[config.mk]
export PLATFORM = sky130hd
export DESIGN_NAME = sram_byte_target
export DESIGN_NICKNAME = d
export VERILOG_FILES = /design/src/rtl/sram_tgt_pkg.sv /design/src/rtl/sram_tgt_sync.sv /design/src/rtl/sram_tgt_ctrl.sv /design/src/rtl/sram_tgt_array.sv /design/src/rtl/sram_byte_target.sv
export SDC_FILE = /design/constraint.sdc
export NUM_CORES = 2
export LEC_CHECK = 0
export BUFFER_PORTS_ARGS = -buffer_cell sky130_fd_sc_hd__buf_2
export CAP_MARGIN = 20
export CORE_MARGIN = 1
export CORE_UTILIZATION = 52
export CTS_BUF_LIST = sky130_fd_sc_hd__clkbuf_8 sky130_fd_sc_hd__clkbuf_16
export DETAILED_ROUTE_END_ITERATION = 10
export PLACE_DENSITY = 0.65
export SYNTH_ARGS = -nofsm -noshare
export SYNTH_HDL_FRONTEND = slang
export SYNTH_SLANG_ARGS = --single-unit
[constraint.sdc]
create_clock -name clk -period 7.33 [get_ports clk]
set_input_delay 1.466 -clock clk [delete_from_list [all_inputs] [get_ports clk]]
set_output_delay 1.466 -clock clk [all_outputs]
set_load 0.01 [all_outputs]
[src/rtl/sram_tgt_pkg.sv]
// Package: shared constants and the access-mode type of the SRAM target.
// Assumes a word made of equal-width byte lanes.
package sram_tgt_pkg;
    localparam int LANE_W = 8;
    localparam int LANES  = 2;
    localparam int DATA_W = LANE_W * LANES;

    typedef enum logic [1:0] {
        MODE_STANDBY = 2'd0,
        MODE_IDLE    = 2'd1,
        MODE_READ    = 2'd2,
        MODE_WRITE   = 2'd3
    } access_mode_e;
endpackage

[src/rtl/sram_tgt_sync.sv]
// Module: two-flop synchronizer for a bundle of asynchronous inputs.
// Assumes each bit is treated on its own; reset loads RST_VAL into both stages.
module sram_tgt_sync #(
    parameter int            W       = 1,
    parameter logic [W-1:0]  RST_VAL = '0
) (
    input  logic         clk,
    input  logic         rst_n,
    input  logic [W-1:0] d_i,
    output logic [W-1:0] q_o
);
    logic [W-1:0] stage1;
    logic [W-1:0] stage2;

    // Two stages of sampling against metastability.
    always_ff @(posedge clk) begin
        if (!rst_n) begin
            stage1 <= RST_VAL;
            stage2 <= RST_VAL;
        end else begin
            stage1 <= d_i;
            stage2 <= stage1;
        end
    end

    assign q_o = stage2;
endmodule

[src/rtl/sram_tgt_ctrl.sv]
// Module: mode decoder and write-window tracker.
// Takes synchronized active-low controls. It decodes the access mode and the
// per-lane drive flags, and it flags the cycle in which an open write window
// closes. Byte enables are delayed by one cycle so that the lane mask of the
// last window cycle is the one applied.
module sram_tgt_ctrl
    import sram_tgt_pkg::*;
(
    input  logic             clk,
    input  logic             rst_n,
    input  logic             sel_n,
    input  logic             rd_n,
    input  logic             wr_n,
    input  logic [LANES-1:0] ben_n,
    output logic [LANES-1:0] lane_oe,
    output logic [LANES-1:0] wr_lane,
    output logic             commit,
    output logic             standby
);
    access_mode_e     mode;
    logic             win;
    logic             win_q;
    logic [LANES-1:0] ben_q;

    // Truth-table decode: select dominates, then write, then read.
    always_comb begin
        if (sel_n)       mode = MODE_STANDBY;
        else if (!wr_n)  mode = MODE_WRITE;
        else if (!rd_n)  mode = MODE_READ;
        else             mode = MODE_IDLE;
    end

    assign win     = (mode == MODE_WRITE);
    assign standby = (mode == MODE_STANDBY);

    // Remember the window state and the lane mask of the previous cycle.
    always_ff @(posedge clk) begin
        if (!rst_n) begin
            win_q <= 1'b0;
            ben_q <= '1;
        end else begin
            win_q <= win;
            ben_q <= ben_n;
        end
    end

    // The window closes when either select or the write strobe rises.
    assign commit = win_q && !win;

    genvar g;
    generate
        for (g = 0; g < LANES; g++) begin : g_lane
            assign lane_oe[g] = (mode == MODE_READ) && !ben_n[g];
            assign wr_lane[g] = commit && !ben_q[g];
        end
    endgenerate
endmodule

[src/rtl/sram_tgt_array.sv]
// Module: storage array split into independent byte lanes.
// Write is synchronous and masked per lane; read is combinational from the
// read address. The contents are not reset.
module sram_tgt_array
    import sram_tgt_pkg::*;
#(
    parameter int ADDR_W = 8
) (
    input  logic              clk,
    input  logic [LANES-1:0]  wr_lane,
    input  logic [ADDR_W-1:0] waddr,
    input  logic [DATA_W-1:0] wdata,
    input  logic [ADDR_W-1:0] raddr,
    output logic [DATA_W-1:0] rdata
);
    localparam int DEPTH = 1 << ADDR_W;

    genvar g;
    generate
        for (g = 0; g < LANES; g++) begin : g_lane
            logic [LANE_W-1:0] mem [DEPTH];

            // Store this lane's byte when its write strobe is set.
            always_ff @(posedge clk) begin
                if (wr_lane[g]) mem[waddr] <= wdata[g*LANE_W +: LANE_W];
            end

            assign rdata[g*LANE_W +: LANE_W] = mem[raddr];
        end
    endgenerate
endmodule

[src/rtl/sram_byte_target.sv]
// Module: top of the byte-lane SRAM target.
// Synchronizes the pins and decodes the mode. Address and data of the last
// write-window cycle are kept so the store can happen on the closing edge.
// Lanes that are not driven present zero. Assumes all inputs are asynchronous
// to clk and are held for at least one clock period.
module sram_byte_target
    import sram_tgt_pkg::*;
#(
    parameter int ADDR_W = 8
) (
    input  logic              clk,
    input  logic              rst_n,
    input  logic              sel_n_i,
    input  logic              rd_en_n_i,
    input  logic              wr_n_i,
    input  logic              lo_en_n_i,
    input  logic              hi_en_n_i,
    input  logic [ADDR_W-1:0] addr_i,
    input  logic [DATA_W-1:0] wdata_i,
    output logic [DATA_W-1:0] rdata_o,
    output logic [LANES-1:0]  lane_oe_o,
    output logic              standby_o
);
    localparam int CTL_W = 3 + LANES;
    localparam int BUS_W = ADDR_W + DATA_W;

    logic [CTL_W-1:0]  ctl_s;
    logic [BUS_W-1:0]  bus_s;
    logic              sel_s, rd_s, wr_s;
    logic [LANES-1:0]  ben_s;
    logic [ADDR_W-1:0] addr_s, addr_q;
    logic [DATA_W-1:0] data_s, data_q;
    logic [LANES-1:0]  wr_lane;
    logic              commit;
    logic [DATA_W-1:0] arr_rd;

    sram_tgt_sync #(.W(CTL_W), .RST_VAL({CTL_W{1'b1}})) u_ctl_sync (
        .clk   (clk),
        .rst_n (rst_n),
        .d_i   ({sel_n_i, rd_en_n_i, wr_n_i, hi_en_n_i, lo_en_n_i}),
        .q_o   (ctl_s)
    );

    sram_tgt_sync #(.W(BUS_W), .RST_VAL({BUS_W{1'b0}})) u_bus_sync (
        .clk   (clk),
        .rst_n (rst_n),
        .d_i   ({addr_i, wdata_i}),
        .q_o   (bus_s)
    );

    assign {sel_s, rd_s, wr_s, ben_s} = ctl_s;
    assign {addr_s, data_s}           = bus_s;

    // Hold address and data of the previous cycle for the closing-edge store.
    always_ff @(posedge clk) begin
        if (!rst_n) begin
            addr_q <= '0;
            data_q <= '0;
        end else begin
            addr_q <= addr_s;
            data_q <= data_s;
        end
    end

    sram_tgt_ctrl u_ctrl (
        .clk     (clk),
        .rst_n   (rst_n),
        .sel_n   (sel_s),
        .rd_n    (rd_s),
        .wr_n    (wr_s),
        .ben_n   (ben_s),
        .lane_oe (lane_oe_o),
        .wr_lane (wr_lane),
        .commit  (commit),
        .standby (standby_o)
    );

    sram_tgt_array #(.ADDR_W(ADDR_W)) u_array (
        .clk     (clk),
        .wr_lane (wr_lane),
        .waddr   (addr_q),
        .wdata   (data_q),
        .raddr   (addr_s),
        .rdata   (arr_rd)
    );

    genvar g;
    generate
        for (g = 0; g < LANES; g++) begin : g_out
            assign rdata_o[g*LANE_W +: LANE_W] =
                lane_oe_o[g] ? arr_rd[g*LANE_W +: LANE_W] : '0;
        end
    endgenerate
endmodule

# Yosys cells after proc, flatten, opt, wreduce, memory -nomap -nowiden
# Memory sizes are Yosys's and may differ from the RTL's. A register that Yosys moved wholly into a read port is not among the register bits.
# Cells that the tools add are included.
# classes
bitwise_logic	0
n_reduce_logical	11
n_eq_ne	2
n_addsub	0
n_mul	0
n_shift	0
div_mod_pow	0
n_lt_le_gt_ge	0
mux	11
# op_table
operator	n
$mux W8	4
$mux W2	3
$logic_and A1 B1 Y1	5
$logic_not A1 Y1	5
$eq A2 B2 Y1 const B	2
$mux W1	4
$logic_not A2 Y1	1
# word_totals
word_cells	34
output_inout_bits	19
latchBits	0
ramBits	4096
n_memories	2
inputBits	31
rom_bits	0
reg_bits	85
# memory_table
name	depth	width	read_ports	rd_clocked_by_memory_dff	wr	line_no	text
u_array.g_lane[0].mem	256	8	1	1	1	sram_tgt_array.sv:21	logic [LANE_W-1:0] mem [DEPTH];
u_array.g_lane[1].mem	256	8	1	1	1	sram_tgt_array.sv:21	

# Longest topological paths before layout
# depth
depth_word	9
ltp_mapped	14
ltp_nobuf	7

# Modules after synthesis
# A second synthesis with hierarchy kept.
# unflattened
cells_unflattened	7862
hier_area_um2	161990.4
# by_module_without_submodules
module	instances	area_per_inst_um2	cells_each	seq_area_each_um2
sram_tgt_array	1	159500.5	7661	122998.0
sram_tgt_sync (u_bus_sync)	1	1331.3	101	960.9
sram_byte_target	1	775.7	66	480.5
sram_tgt_sync (u_ctl_sync)	1	262.8	20	200.2
sram_tgt_ctrl	1	120.1	14	60.1

# Worst setup path after synthesis
# Ideal clock, no wire load.
# synth_timing
path_type	reg2reg
startpoint	register data_q[0]
endpoint	memory u_array.g_lane[0].mem[0][0] (data pin)
setup_time_ns	0.852
path_buffers	0
path_stages_with_launch	1
path_slack_ns	3.096
t_required_ns	6.478
arrival_time_ns	3.382
period_less_slack_ns	4.234
path_cell_list	dfxtp_1
# synth_lines
item	line_no	text
start, declared	sram_byte_target.sv:32	logic [DATA_W-1:0] data_s, data_q;
start signal, assigned	sram_byte_target.sv:61	data_q <= data_s;
end, declared	sram_tgt_array.sv:21	
# No word-level cell before the write port.

==> results_dict.tcl <==
set metrics [dict create \
    multi_input_area_sq_um 35000 \
    postPlaceCellArea_sq_um 168000 \
    rsz0062_at_grt "false" \
    pin_count 50 \
    critPathRequiredTime_ns 5.86 \
    regArea_sq_um 125000 \
    place_hpwl_mm 267 \
    ys_seq_area_share_pct 76.3 \
    port_buffers 49 \
    die_y_um 563 \
    track_usage_pct 27.8 \
    path_cells "nor2_2, buf_4, nand2_2, a2111oi_0, buf_1, nor4_1, buf_2, buf_4, nand4b_1, o32ai_1, buf_2" \
    finalInstanceArea_sq_um 181000 \
    synth.net_count 7909 \
    drt_wl_total_mm 442 \
    cp_top_family "simple AND/OR/NAND/NOR gates" \
    vias 83343 \
    synth_top_area_share_pct 75.3 \
    path_buf_inv 5 \
    synth_enable_flop_cells 4096 \
    hold_path_class "reg -> reg" \
    dieWidth_um 563 \
    cp_max_fo 22 \
    start_util_pct 52.4 \
    synth.distinct_cells 79 \
    crit_type "reg -> out" \
    h-tree-depth 5 \
    fin_setup_tns_ns 0 \
    setup_viol 0 \
    drive_gt1_share_pct 19.4 \
    finalPower_w 0.0487 \
    final_hold_viol_count 0 \
    ys_seq_elements 4181 \
    synthFlopType "edfxtp_1" \
    fin_nets 8102 \
    finClkSkew_ns 0.0632 \
    grt_pass1_wl_mm 623 \
    syn_area_sq_um 163000 \
    slowest_stage "dfxtp_1" \
    relSlewSlack_pct 7.55 \
    yosysMostFrequentCell "edfxtp_1" \
    area_growth_syn_to_layout_pct 11.0 \
    cts_made_buffers 407 \
    power_density_nw_per_um2 268 \
    synthArstFlopShare_pct 0 \
    grt_pass1_vias 81707 \
    syn_area_per_cell_sq_um 20.7 \
    ir_worst_vdd_v 0.000239 \
    maxCapViolations 0 \
    grt_max_degree 213 \
    via_per_inst 6.63 \
    netlist_instances 7878 \
    holdWs_ns 0.418 \
    worst-slew-pin-transition_ns 1.39 \
    dr.pass1.iters 6 \
    min_period_over_period_pct 97.8 \
    fp.dieArea_sq_um 317000 \
    drt_iter0_drc 12404 \
    place_congestion 0.874 \
    outcome "completed" \
    cts_sinks 4181 \
    crit_arrival_ns 5.70 \
    slowest_delay_ns 1.11 \
    clockRootBuffer "clkbuf_16" \
    yosys-top-cells-count "4096 x edfxtp_1, 668 x mux4_2, 609 x nor2_1, 523 x mux2i_1, 194 x o221ai_1" \
    postCtsSetupRepairBufs 0 \
    clk_pin_slew_ns 0.06 \
    ant_nets 0 \
    wl_per_cell_um 35.2 \
    crit_path_end_kind "output port" \
    clock_path_buffers 4 \
    antenna_found_initial 30 \
    cts_resized 0 \
    cts_tree "yes" \
    power.leakage_nw 64.8 \
    yosysTopAreaCell "edfxtp_1" \
    max_freq_ghz 0.140 \
    yosys_warnings 0 \
    rows 205 \
    fillers 22360 \
    gr-total-overflow 0 \
    clk_latency_ns 0.98 \
    setup.worst_path.start_class "flip-flop" \
    synth_area_leaders "edfxtp_1 75%, mux4_2 9.2%, mux2i_1 3.2%" \
    fp.coreArea_sq_um 312000 \
    cts.hold.buffers_added 0 \
    finalCriticalPeriod_ns 7.17 \
    drcViolationCount 0 \
    report.final.slew_viol_count 0 \
]
layout by cell type, fill, tap and decap left out, types with 14 or more instances in the layout:
master and count:
edfxtp_1 4096, mux4_2 668, nor2_1 598, mux2i_1 523
clkbuf_16 407, o221ai_1 194, buf_4 183, mux4_1 163
o22ai_1 140, a21oi_1 133, nand2_1 92, and2_1 92
inv_1 92, nand3_1 81, o21ai_0 80, clkinv_1 73
clkinv_2 71, dfxtp_1 64, nor3_1 57, bufinv_16 53
a22oi_1 52, buf_2 51, buf_12 50, a211oi_1 30
or3_1 23, clkinvlp_4 23, dfxtp_4 21, diode_2 17
nand4_1 17, a2111oi_0 17, nor2b_1 16, a31oi_1 16
mux2_2 15, nand2b_1 14
layer usage:
layer / global-route usage, % / up-vias / share of wire [%]
met3: 6.81 / 818 / 11
li1: - / 33316 / -
met5: 0.437 / - / 0.062
met4: 9.82 / 14 / 3.7
met2: 42.1 / 4912 / 46
met1: 39.8 / 44283 / 39
per-stage QoR:
step	utilization [%]	std cells	worst slack [ns]
final	58.1	12575	0.163
after global routing	58.1	12565	0.211
after CTS	58.1	12556	0.207
after detailed placement	53.7	11800	1.30
after global placement	53.7	11792	0.823
after floorplan	-	7878	3.10
power breakdown:
part | internal (W) | switching, W
registers | 0.0260 | 0.0000746
clock network | 0.0121 | 0.00921
logic | 0.000386 | 0.000889
final cells by class:
class / count / share of cell area (%)
Timing Repair Buffer: 289 / 1.49
Multi-Input combinational cell: 3188 / 19.3
Clock buffer: 409 / 5.63
Inverter: 4 / 0.0138
Clock inverter: 347 / 1.91
Antenna cell: 17 / 0.0235
Sequential cell: 4181 / 68.8
Tap cell: 4140 / 2.86
logic make-up (layout without fill, tap and decap cells):
| kind of cell | Yosys count | count (layout) | synth area share (%) |
|---|---|---|---|
| other | 0 | 17 | 0 |
| DFF | 4181 | 4181 | 76.3 |
| muxes | 1369 | 1369 | 15.1 |
| and+or+nand+nor | 1062 | 1062 | 2.92 |
| buffers and inverters | 509 | 1049 | 2.39 |
| AOI/OAI and AO/OA | 757 | 757 | 3.27 |
sequential cells by signal (all words and copies together), names as in the netlist:
signal              count
u_array.g_lane.mem   4096
u_bus_sync.q_o         24
u_bus_sync.stage1      24
data_q                 16
addr_q                  8
u_ctl_sync.q_o          5
u_ctl_sync.stage1       5
u_ctrl.ben_q            2
u_ctrl.win_q            1
worst paths after layout:
kind                      startpoint  cells past startpoint                            end  slack [ns]
hold reg to reg    u_bus_sync.q_o[0]                      1                      data_q[0]        0.42
setup reg to reg           addr_q[6]                      4  u_array.g_lane[1].mem[122][1]        2.92
setup / recovery  u_bus_sync.q_o[21]                     11                     rdata_o[1]        0.16
hold / removal     u_bus_sync.q_o[0]                      1                      data_q[0]        0.42
(Power assumes the default switching activity.)
